## src/rtl/lwd_pkg.sv

```systemverilog
package lwd_pkg;
   typedef enum logic [1:0] {
      WD_FLAG  = 2'b00,
      WD_RESET = 2'b01,
      WD_IRQ   = 2'b10,
      WD_TWO   = 2'b11
   } wd_mode_e;
endpackage

```

## src/rtl/lwd_regs.sv

```systemverilog
module lwd_regs
   import lwd_pkg::*;
#(
   parameter int SEL_W  = 4,
   parameter int DATA_W = 16
) (
   input  logic              clk,
   input  logic              por_n,
   input  logic              wr_en_i,
   input  logic [DATA_W-1:0] wdata_i,
   input  logic              expire_i,
   output logic              en_o,
   output wd_mode_e          mode_o,
   output logic [SEL_W-1:0]  sel_nx_o,
   output logic              wte_o,
   output logic              kick_o,
   output logic [DATA_W-1:0] rdata_o
);
   localparam int P_EN   = 0;
   localparam int P_MODE = 1;
   localparam int P_SEL  = 3;
   localparam int P_KICK = P_SEL + SEL_W;
   localparam int P_STAT = P_KICK + 1;

   logic             en_q;
   wd_mode_e         mode_q;
   logic [SEL_W-1:0] sel_q;
   logic             wte_q;
   logic             cfg_wr;

   // configuration is writable only while the timer is not yet enabled
   assign cfg_wr   = wr_en_i & ~en_q;
   assign sel_nx_o = cfg_wr ? wdata_i[P_SEL +: SEL_W] : sel_q;
   assign kick_o   = wr_en_i & en_q & wdata_i[P_KICK];

   always_ff @(posedge clk or negedge por_n) begin
      if (!por_n) begin
         en_q   <= 1'b0;
         mode_q <= WD_FLAG;
         sel_q  <= '0;
         wte_q  <= 1'b0;
      end else begin
         if (cfg_wr) begin
            en_q   <= wdata_i[P_EN];
            mode_q <= wd_mode_e'(wdata_i[P_MODE +: 2]);
            sel_q  <= sel_nx_o;
         end
         // a new expiry outranks a clear in the same cycle
         if (expire_i)
            wte_q <= 1'b1;
         else if (wr_en_i && wdata_i[P_STAT])
            wte_q <= 1'b0;
      end
   end

   assign en_o   = en_q;
   assign mode_o = mode_q;
   assign wte_o  = wte_q;

   always_comb begin
      rdata_o                   = '0;
      rdata_o[P_EN]             = en_q;
      rdata_o[P_MODE +: 2]      = mode_q;
      rdata_o[P_SEL +: SEL_W]   = sel_q;
      rdata_o[P_STAT]           = wte_q;
   end
endmodule

```

## src/rtl/lwd_count.sv

```systemverilog
module lwd_count #(
   parameter int SEL_W = 4,
   parameter int CNT_W = 2 ** SEL_W
) (
   input  logic             clk,
   input  logic             por_n,
   input  logic             sys_rst_n,
   input  logic             run_i,
   input  logic             tick_i,
   input  logic             kick_i,
   input  logic [SEL_W-1:0] sel_i,
   output logic             expire_o
);
   logic [CNT_W-1:0] cnt_q;
   logic [CNT_W-1:0] period;

   assign period   = CNT_W'(1) << sel_i;
   assign expire_o = run_i & sys_rst_n & tick_i & ~kick_i & (cnt_q == CNT_W'(1));

   // held at the full period while disabled, so enabling starts a fresh count
   always_ff @(posedge clk or negedge por_n) begin
      if (!por_n)
         cnt_q <= CNT_W'(1);
      else if (!run_i || !sys_rst_n || kick_i || expire_o)
         cnt_q <= period;
      else if (tick_i)
         cnt_q <= cnt_q - CNT_W'(1);
   end
endmodule

```

## src/rtl/lwd_action.sv

```systemverilog
module lwd_action
   import lwd_pkg::*;
#(
   parameter int PULSE_CLKS = 4
) (
   input  logic     clk,
   input  logic     por_n,
   input  logic     sys_rst_n,
   input  logic     expire_i,
   input  logic     kick_i,
   input  wd_mode_e mode_i,
   input  logic     wte_i,
   output logic     stage_o,
   output logic     irq_o,
   output logic     rst_req_o
);
   logic second_q;
   logic fire;
   logic [1:0] mode_bits;

   assign mode_bits = mode_i;
   assign fire = expire_i & ((mode_i == WD_RESET) | ((mode_i == WD_TWO) & second_q));

   always_ff @(posedge clk or negedge por_n) begin
      if (!por_n)
         second_q <= 1'b0;
      else if (!sys_rst_n || kick_i)
         second_q <= 1'b0;
      else if (expire_i && mode_i == WD_TWO)
         second_q <= 1'b1;
   end

   assign stage_o = second_q;
   assign irq_o   = wte_i & mode_bits[1];

   generate
      if (PULSE_CLKS == 1) begin : g_single
         logic pulse_q;
         always_ff @(posedge clk or negedge por_n) begin
            if (!por_n) pulse_q <= 1'b0;
            else        pulse_q <= fire;
         end
         assign rst_req_o = pulse_q;
      end else begin : g_multi
         localparam int PW = $clog2(PULSE_CLKS + 1);
         logic [PW-1:0] left_q;
         always_ff @(posedge clk or negedge por_n) begin
            if (!por_n)
               left_q <= '0;
            else if (fire)
               left_q <= PW'(PULSE_CLKS);
            else if (left_q != '0)
               left_q <= left_q - PW'(1);
         end
         assign rst_req_o = (left_q != '0);
      end
   endgenerate
endmodule

```

## src/rtl/lwd_top.sv

```systemverilog
module lwd_top
   import lwd_pkg::*;
#(
   parameter int SEL_W      = 4,
   parameter int DATA_W     = 16,
   parameter int PULSE_CLKS = 4
) (
   input  logic              clk,
   input  logic              por_n,
   input  logic              sys_rst_n,
   input  logic              tick_i,
   input  logic              wr_en_i,
   input  logic [DATA_W-1:0] wdata_i,
   output logic [DATA_W-1:0] rdata_o,
   output logic              irq_o,
   output logic              rst_req_o
);
   localparam int CNT_W = 2 ** SEL_W;

   generate
      if (SEL_W < 1 || SEL_W > 5) begin : g_bad_sel
         $error("lwd_top: SEL_W must be 1..5");
      end
      if (DATA_W < SEL_W + 5) begin : g_bad_data
         $error("lwd_top: DATA_W too narrow for register layout");
      end
      if (PULSE_CLKS < 1) begin : g_bad_pulse
         $error("lwd_top: PULSE_CLKS must be at least 1");
      end
   endgenerate

   logic             en;
   wd_mode_e         mode;
   logic [SEL_W-1:0] sel_nx;
   logic             wte;
   logic             kick;
   logic             expire;
   logic             stage;

   lwd_regs #(.SEL_W(SEL_W), .DATA_W(DATA_W)) u_regs (
      .clk(clk), .por_n(por_n), .wr_en_i(wr_en_i), .wdata_i(wdata_i),
      .expire_i(expire), .en_o(en), .mode_o(mode), .sel_nx_o(sel_nx),
      .wte_o(wte), .kick_o(kick), .rdata_o(rdata_o)
   );

   lwd_count #(.SEL_W(SEL_W), .CNT_W(CNT_W)) u_count (
      .clk(clk), .por_n(por_n), .sys_rst_n(sys_rst_n), .run_i(en),
      .tick_i(tick_i), .kick_i(kick), .sel_i(sel_nx), .expire_o(expire)
   );

   lwd_action #(.PULSE_CLKS(PULSE_CLKS)) u_act (
      .clk(clk), .por_n(por_n), .sys_rst_n(sys_rst_n), .expire_i(expire),
      .kick_i(kick), .mode_i(mode), .wte_i(wte), .stage_o(stage),
      .irq_o(irq_o), .rst_req_o(rst_req_o)
   );
endmodule

```

## config.mk

```make
export PLATFORM = sky130hd
export DESIGN_NAME = lwd_top
export DESIGN_NICKNAME = d
export VERILOG_FILES = /design/src/rtl/lwd_pkg.sv /design/src/rtl/lwd_regs.sv /design/src/rtl/lwd_count.sv /design/src/rtl/lwd_action.sv /design/src/rtl/lwd_top.sv
export SDC_FILE = /design/constraint.sdc
export NUM_CORES = 1
export LEC_CHECK = 0
export BUFFER_PORTS_ARGS = -buffer_cell sky130_fd_sc_hd__buf_2
export CAP_MARGIN = 20
export CORE_UTILIZATION = 49
export CTS_CLUSTER_SIZE = 14
export DETAILED_ROUTE_END_ITERATION = 7
export GPL_TIMING_DRIVEN = 0
export PLACE_DENSITY = 0.82
export SLEW_MARGIN = 20
export SYNTH_ARGS = -nofsm -noshare
export SYNTH_HDL_FRONTEND = slang
export SYNTH_SLANG_ARGS = --single-unit
export TNS_END_PERCENT = 100
```

## constraint.sdc

```tcl
create_clock -name clk -period 1.9 [get_ports clk]
set_input_delay 0.38 -clock clk [delete_from_list [all_inputs] [get_ports clk]]
set_output_delay 0.38 -clock clk [all_outputs]
set_load 0.05 [all_outputs]
```

==> summary.txt <==
CTS
  – Max Buffers Root-to-Sink: 2
  – Clk_lat worst skew: 0.28 ns
  – Htree depth: 1
  – Clk root buf: clkbuf_8
  – Clk sinks: 28
  – CTS Buf Count: 3
  – CTS tree: yes
  – Clock transition at path regs: 0.10 ns

Route
  – Antenna Nets Post-Route: 0
  – Via density: 5.87
  – Routed vias: 1755
  – Drt wl/cell: 15.3 um
  – DRC Markers: 0
  – Initial DRC count: 150
  – First-pass iteration count of the detailed router: 4
  – Post-Route WL: 4570 um

Run
  – MaxCap Viol Count: 0

Critical path
  – Worst Path Arrival: 2.05 ns
  – Worst Path Required: 2.06 ns
  – Startpoint types: flop
  – CP Capture Type: flop
  – Crit path kind: flop to flop
  – Worst Path Max Fanout: 10

Global route
  – GRT Total Usage: 0.232
  – GRT overflow: 0
  – Vias in the first global route: 1529
  – First-pass GRT wire length: 7280 um
  – Largest net degree at the start of global routing: 29
  – Initial antenna violation count: 0

Placed design
  – Port bufs: 22
  – RD Place Congestion: 0.889
  – Cells after DPL: 286
  – Dpl ws: -0.207 ns
  – Post-DP HPWL: 3080 um

Finish
  – Most frequent cells in the layout: nand2_1, dfrtp_1, buf_2, buf_4, nand3_1
  – NumNets Final: 279
  – FF/Latch Area: 707 sq um
  – Diode count: 0
  – Layout cells sized above 1: 0.328
  – Multi-input gate area: 1140 sq um
  – Synth-to-layout area growth: 24.9%
  – Finished Layout Cells: 299
  – Most common cell after layout, fill and taps aside: nand2_1
  – Layout fillers: 292

STA
  – Max-slew violations: 0
  – # setup viols final: 0
  – Achievable Freq: 527 MHz
  – Final hold violation count: 0
  – Minimum clock period: 1.90 ns
  – Clock skew: 0.00621 ns
  – Post-route setup slack: 0.00251 ns
  – Rel. slew slack: 0.569
  – Measured slew at the worst slew-check pin: 0.641 ns
  – Crit share post-route: 0.999

Synthesis
  – Ys Warns: 0
  – Post-synthesis cell count: 211
  – Share of flip-flops with an asynchronous set or reset: 1.00
  – Synth Register Bits: 28
  – Post-synth EDFFs: 0
  – Mean Syn Cell Area: 8.70 sq um
  – Seq/Total Area, Yosys: 0.382
  – Top_reg_cell synth: dfrtp_1
  – Cell variety after synth: 49
  – Synthesized area: 1840 sq um

Die
  – Die height: 63.2 um
  – Initial core utilization: 0.529
  – Cell Rows: 21
  – Die Area: 3990 sq um
  – Core Box Area: 3470 sq um
  – IO Pins: 39
  – Die X: 63.2 um

Power and ir drop
  – Pleak: 1.04 nW
  – Worst VDD drop: 0.000633 V
  – Cell area power density: 1160 nW/um^2

Min path
  – Type of the worst min-delay path: input port to async pin

Outcome
  – Status: complete, no violations
[sequential cells by signal (all words and copies together) (netlist names)]
signal / count
u_act.g_multi.left_q: 3
u_act.stage_o: 1
u_count.cnt_q: 16
u_regs.en_o: 1
u_regs.mode_o: 2
u_regs.sel_q: 4
u_regs.wte_o: 1
[path summary, 6_finish.rpt]
check | endpoint | cells after the start | startpoint | slack (ns)
min in group clk | u_regs.mode_o[0] | 3 | wdata_i[1] | 0.29
min | u_count.cnt_q[4] | 1 | por_n | 0.10
max in group asynchronous | u_count.cnt_q[1] | 1 | por_n | 1.36
min reg2reg | u_regs.wte_o | 1 | u_regs.wte_o | 0.51
max | u_count.cnt_q[1] | 7 | u_count.cnt_q[0] | 0.003
max reg2reg | u_count.cnt_q[1] | 7 | u_count.cnt_q[0] | 0.003
[cell usage after synthesis (3+ instances only)]
cell type | instances | area, sq um
a211oi_1 | 3 | 22.5
a21oi_1 | 8 | 40.0
a31oi_1 | 4 | 25.0
buf_4 | 10 | 75.1
clkbuf_1 | 6 | 22.5
dfrtp_1 | 27 | 676
ha_1 | 4 | 50.1
inv_1 | 8 | 30.0
mux2i_1 | 3 | 30.0
nand2_1 | 27 | 101
nand2b_1 | 6 | 37.5
nand3_1 | 13 | 65.1
nand4_1 | 5 | 31.3
nor2_1 | 12 | 45.0
nor3_1 | 4 | 20.0
nor3b_1 | 3 | 22.5
o21a_1 | 3 | 22.5
o21ai_0 | 12 | 60.1
o22a_1 | 3 | 26.3
o31ai_1 | 4 | 30.0
or3_1 | 6 | 37.5
xnor2_1 | 5 | 43.8
[area by class of cell]
| cell class | count | area share |
|---|---|---|
| Inverter | 8 | 0.0131 |
| Timing Repair Buffer | 33 | 0.0840 |
| Sequential cell | 28 | 0.308 |
| Tap cell | 46 | 0.0251 |
| Multi-Input combinational cell | 163 | 0.497 |
| Clock buffer | 4 | 0.0240 |
| Buffer | 17 | 0.0486 |
[critical path, cell delays in order, from the launching register on]
cell	delay (ns)
dfstp_2	0.57
ha_4	0.12
and4bb_2	0.26
nand4_4	0.12
and2_4	0.21
clkbuf_4	0.21
o211ai_1	0.17
o31ai_2	0.11
[metal layers]
layer	routed length (um)	vias to the layer above	GRT usage
met2	2240	90	0.372
met3	337	11	0.0507
li1	-	825	-
met4	85	0	0.0653
met1	1900	829	0.313
met5	0	-	0
[kinds of logic (layout without fill, tap and decap cells)]
logic type,Yosys count,count (layout),synth area share
simple gates,93,93,0.286
compound gates,48,48,0.176
flops,28,28,0.382
buf+inv,27,62,0.0770
xor+xnor,7,7,0.0334
fa+ha+maj,4,4,0.0273
mux,3,3,0.0164
other cells,1,8,0.00204
[through the flow]
stage / util / hold WS [ns] / setup TNS [ns] / area, sq um / power (mW)
after floorplan: - / 0.0844 / 0 / 1860 / 1.74
after global placement: 0.585 / 0.438 / -1.63 / 2030 / 1.94
after detailed placement: 0.585 / 0.434 / -2.00 / 2030 / 1.99
after CTS: 0.631 / 0.131 / 0 / 2190 / 2.54
after global routing: 0.661 / 0.166 / -0.218 / 2290 / 2.82
final: 0.661 / 0.101 / 0 / 2290 / 2.66
[power by group]
| part | internal (mW) | total [mW] | switching, mW |
|---|---|---|---|
| sequential | 0.749 | 0.940 | 0.192 |
| combinational | 0.581 | 1.34 | 0.762 |
| clock | 0.186 | 0.376 | 0.190 |
[what timing repair did]
action,CTS,global route
gates resized for setup,13,21
setup buffers,7,4
endpoints found under the setup margin,16,12
hold buffers,0,0
hold endpoints to repair,0,0
pin swaps,4,9
No activity file was read; power rests on OpenSTA's default activity.
